File: src/rtl/spi_wiper_ctrl.sv
module spi_wiper_ctrl #(
  parameter int CODE_W      = 8,
  parameter int SYNC_STAGES = 2
) (
  input  logic              clk,
  input  logic              rst_n,
  input  logic              sel_n,
  input  logic              sclk,
  input  logic              sdata,
  output logic [CODE_W-1:0] wiper0,
  output logic [CODE_W-1:0] wiper1,
  output logic              load0,
  output logic              load1
);
  localparam int FRAME_W = CODE_W + 1;
  localparam int CNT_W   = $clog2(FRAME_W + 1);
  localparam logic [CODE_W-1:0] MID = {1'b1, {(CODE_W-1){1'b0}}};

  logic [SYNC_STAGES-1:0] sel_sy, ck_sy, dt_sy;
  logic                   sel_q, ck_q;
  logic [FRAME_W-1:0]     shreg;
  logic [CNT_W-1:0]       cnt;

  always_ff @(posedge clk or negedge rst_n) begin
    if (!rst_n) begin
      sel_sy <= '1;
      ck_sy  <= '0;
      dt_sy  <= '0;
      sel_q  <= 1'b1;
      ck_q   <= 1'b0;
    end else begin
      sel_sy <= {sel_sy[SYNC_STAGES-2:0], sel_n};
      ck_sy  <= {ck_sy[SYNC_STAGES-2:0], sclk};
      dt_sy  <= {dt_sy[SYNC_STAGES-2:0], sdata};
      sel_q  <= sel_sy[SYNC_STAGES-1];
      ck_q   <= ck_sy[SYNC_STAGES-1];
    end
  end

  wire sel_s    = sel_sy[SYNC_STAGES-1];
  wire ck_rise  = !sel_s && ck_sy[SYNC_STAGES-1] && !ck_q;
  wire sel_fall = !sel_s && sel_q;
  wire sel_rise = sel_s && !sel_q;
  wire full     = (cnt == CNT_W'(FRAME_W));
  wire commit   = sel_rise && full;
  wire addr     = shreg[FRAME_W-1];

  always_ff @(posedge clk or negedge rst_n) begin
    if (!rst_n) begin
      shreg <= '0;
      cnt   <= '0;
    end else begin
      if (ck_rise)
        shreg <= {shreg[FRAME_W-2:0], dt_sy[SYNC_STAGES-1]};
      if (sel_fall)
        cnt <= ck_rise ? CNT_W'(1) : '0;
      else if (ck_rise && !full)
        cnt <= cnt + 1'b1;
    end
  end

  always_ff @(posedge clk or negedge rst_n) begin
    if (!rst_n) begin
      wiper0 <= MID;
      wiper1 <= MID;
      load0  <= 1'b0;
      load1  <= 1'b0;
    end else begin
      load0 <= commit && !addr;
      load1 <= commit && addr;
      if (commit && !addr) wiper0 <= shreg[CODE_W-1:0];
      if (commit && addr)  wiper1 <= shreg[CODE_W-1:0];
    end
  end

  AST_ONE_STROBE: assert property (@(posedge clk) disable iff (!rst_n)
    !(load0 && load1));
  AST_STROBE_SHORT0: assert property (@(posedge clk) disable iff (!rst_n)
    load0 |=> !load0);
  AST_STROBE_SHORT1: assert property (@(posedge clk) disable iff (!rst_n)
    load1 |=> !load1);
  AST_W0_HOLD: assert property (@(posedge clk) disable iff (!rst_n)
    (wiper0 != $past(wiper0)) |-> load0);
  AST_W1_HOLD: assert property (@(posedge clk) disable iff (!rst_n)
    (wiper1 != $past(wiper1)) |-> load1);
  AST_IDLE_NO_SHIFT: assert property (@(posedge clk) disable iff (!rst_n)
    sel_s |=> ($stable(shreg) && $stable(cnt)));
  AST_CNT_BOUND: assert property (@(posedge clk) disable iff (!rst_n)
    cnt <= CNT_W'(FRAME_W));
endmodule

File: config.mk
export PLATFORM = sky130hd
export DESIGN_NAME = spi_wiper_ctrl
export DESIGN_NICKNAME = d
export VERILOG_FILES = /design/src/rtl/spi_wiper_ctrl.sv
export SDC_FILE = /design/constraint.sdc
export NUM_CORES = 1
export LEC_CHECK = 0
export BUFFER_PORTS_ARGS = -buffer_cell sky130_fd_sc_hd__buf_2
export CORE_ASPECT_RATIO = 2
export CORE_UTILIZATION = 55
export DETAILED_ROUTE_END_ITERATION = 12
export HOLD_SLACK_MARGIN = 0.05
export PLACE_DENSITY_LB_ADDON = 0.08
export SYNTH_ARGS = -nofsm -noshare
export SYNTH_HDL_FRONTEND = slang
export SYNTH_SLANG_ARGS = --single-unit
File: constraint.sdc
create_clock -name clk -period 4.57 [get_ports clk]
set_input_delay 0.457 -clock clk [delete_from_list [all_inputs] [get_ports clk]]
set_output_delay 0.457 -clock clk [all_outputs]
set_load 0.005 [all_outputs]
==> impl_metrics.json <==
{
  "synth_enable_flop_cells": 0,
  "hold_path_class": "in2async",
  "synth_area_sq_um": 1460,
  "pin_count": 23,
  "initial_core_util_pct": 57.6,
  "cp_max_fo": 9,
  "dp.cells": 157,
  "rows": 26,
  "diodes": 0,
  "slew_headroom_pct": 24.7,
  "netlist_top_cells_count": "34 x dfrtp_1, 27 x nand2_1, 16 x mux2_2",
  "worstSetupStartpointType": "register",
  "fmax_ghz": 0.557,
  "rsz0062_at_grt": "no",
  "overflow": 0,
  "dr.pass1.iters": 4,
  "antenna_left": 0,
  "synthCells": 111,
  "cap_violations": 0,
  "dp_hpwl_mm": 1.68,
  "avgSynthCellArea_sq_um": 13.2,
  "die_area_sq_um": 2880,
  "hold_viol": 0,
  "synthFlopType": "dfrtp_1",
  "fin_cells": 165,
  "core-area_sq_um": 2540,
  "final.period_utilization_pct": 39.3,
  "clk-insertion-delay-late_ns": 0.28,
  "post_drt_wl_per_cell_microns": 14.4,
  "cts_tree": "done",
  "vias": 889,
  "final_layout_size_suffix_gt1_share_pct": 37.2,
  "asyncSetResetFlopFracSynth_pct": 100,
  "chipWidth_microns": 38.5,
  "cts_buffers": 5,
  "drtIter0Drc": 14,
  "p_per_area_nw_per_um2": 382,
  "clock-root-buffer": "clkbuf_8",
  "ys_types": 22,
  "cts_setup_buffers": 0,
  "p_seq_share_pct": 61.3,
  "holdBufCountCts": 0,
  "grt_pass1_wl_mm": 4.04,
  "crit_arrival_ns": 1.97,
  "finalSetupViolCount": 0,
  "critPathKind": "reg2reg",
  "yosysSeqAreaShare_pct": 67.2,
  "netSwitchingFraction_pct": 23.4,
  "p_leak_nw": 0.914,
  "internal_power_mw": 0.488,
  "synth_fp_nets": 118,
  "wirelength_mm": 2.38,
  "clk_pin_slew_ns": 0.07,
  "yosys_warnings": 0,
  "max-vdd-ir-drop_v": 0.000370,
  "post_cts_resized": 0,
  "synth_seq_cells": 39,
  "synth_area_leaders": "dfrtp_1 58%, mux2_2 12%, dfstp_2 9.0%",
  "grt_pass1_vias": 879,
  "fillers": 204,
  "finalClockSkew_ns": 0.00205,
  "cp-end-kind": "register",
  "p_sw_mw": 0.149,
  "chipHeight_microns": 74.9,
  "synth_top_cell_area_share_pct": 58.2,
  "track_usage_pct": 21.0,
  "crit_required_ns": 4.74,
  "combPwrFrac_pct": 5.1,
  "clockPowerShare_pct": 33.6,
  "yosysMostFrequentCell": "dfrtp_1",
  "outcome": "complete, no violations",
  "worstMarginPinSlew_ns": 1.13,
  "htree_num_levels": 2,
  "maxSlewViolCount": 0,
  "gp_congestion": 0.699,
  "grt_max_degree": 40,
  "totalNegativeSetupSlack_ns": 0,
  "portBuffers": 22,
  "post-route-min-period_ns": 1.79,
  "fin_nets": 143,
  "area_growth_pct": 14.1,
  "avgViaCountPerCell": 5.39,
  "cts.sinks": 39,
  "final_core_util_pct": 65.7,
  "post-synth-top-area-cell": "dfrtp_1",
  "cts.path.max_buffers": 2,
  "antenna_found_initial": 0,
  "drcViolationCount": 0
}
==> path summary, 6_finish.rpt <==
check / start / to / slack, ns / cells after the start
max: cnt[1] / wiper0[1] / 2.78 / 5
min: rst_n / cnt[0] / 0.26 / 1
max reg2reg: cnt[1] / wiper0[1] / 2.78 / 5
min reg2reg: ck_sy[0] / ck_sy[1] / 0.35 / 0
max in group asynchronous: rst_n / wiper0[4] / 3.79 / 1
min in group clk: sel_n / sel_sy[0] / 0.26 / 1
==> metal layers <==
layer / part of all wire [%] / vias to the layer above / GRT usage, % / wire (microns)
li1: - / 421 / - / -
met1: 40 / 442 / 24.6 / 946
met2: 53 / 21 / 33.1 / 1260
met3: 4.5 / 5 / 7.08 / 108
met4: 2.6 / 0 / 11.5 / 63
met5: 0 / - / 0 / 0
==> cells in the final DEF, fill, tap and decap left out, types with 2 or more instances in the layout <==
cell type   n
dfrtp_1    34
nand2_1    27
buf_2      22
mux2_2     16
clkbuf_8    5
dfstp_2     5
inv_1       3
o21ai_0     3
a21oi_1     3
or3_1       3
o211ai_1    2
ha_1        2
clkbuf_1    2
==> power by group through the flow <==
stage / sequential [mW] / combinational [mW] / clock, mW
global placement: 0.395 / 0.0311 / 0
CTS: 0.391 / 0.0341 / 0.225
global route: 0.395 / 0.0401 / 0.235
floorplan: 0.390 / 0.0212 / 0
detailed placement: 0.397 / 0.0340 / 0
finish: 0.391 / 0.0328 / 0.214
==> worst max-delay path, cell delays in order, from the launching register on <==
cell,delay (ns)
dfrtp_1,0.41
inv_1,0.08
ha_1,0.14
and3b_1,0.28
and4bb_2,0.41
mux2_2,0.36
==> stage by stage <==
step | area (sq um) | hold slack, ns | total power, mW | setup slack (ns)
2_1_floorplan | 1460 | 0.161 | 0.411 | 2.86
3_3_place_gp | 1590 | 0.334 | 0.426 | 2.87
3_5_place_dp | 1590 | 0.340 | 0.431 | 2.76
4_1_cts | 1670 | 0.253 | 0.650 | 2.76
5_1_grt | 1670 | 0.258 | 0.670 | 2.65
6_report | 1670 | 0.263 | 0.638 | 2.78
==> registers in the layout (all words and copies together) (netlist names) <==
name	count
ck_sy	2
sel_q	1
ck_q	1
wiper0	8
load1	1
load0	1
wiper1	8
sel_sy	2
cnt	4
dt_sy	2
shreg	9
==> final cells by class <==
cell class	instances	area (sq um)	share of cell area (%)
inverters	3	11.3	0.675
clock buffers	7	76.3	4.58
repair buffers	22	110	6.60
multi-input cells	65	448	26.9
well taps	28	35.0	2.10
flip-flops and latches	39	982	58.9
clock inverters	1	5.00	0.300
==> cells by family after synthesis <==
family	Yosys count	synth area share, %
compound gates	8	3.08
fa+ha+maj	2	1.71
buf+inv	7	2.14
flops	39	67.2
mux	16	12.3
simple gates	39	13.5
Note: power is estimated with default switching activity, not from simulation.
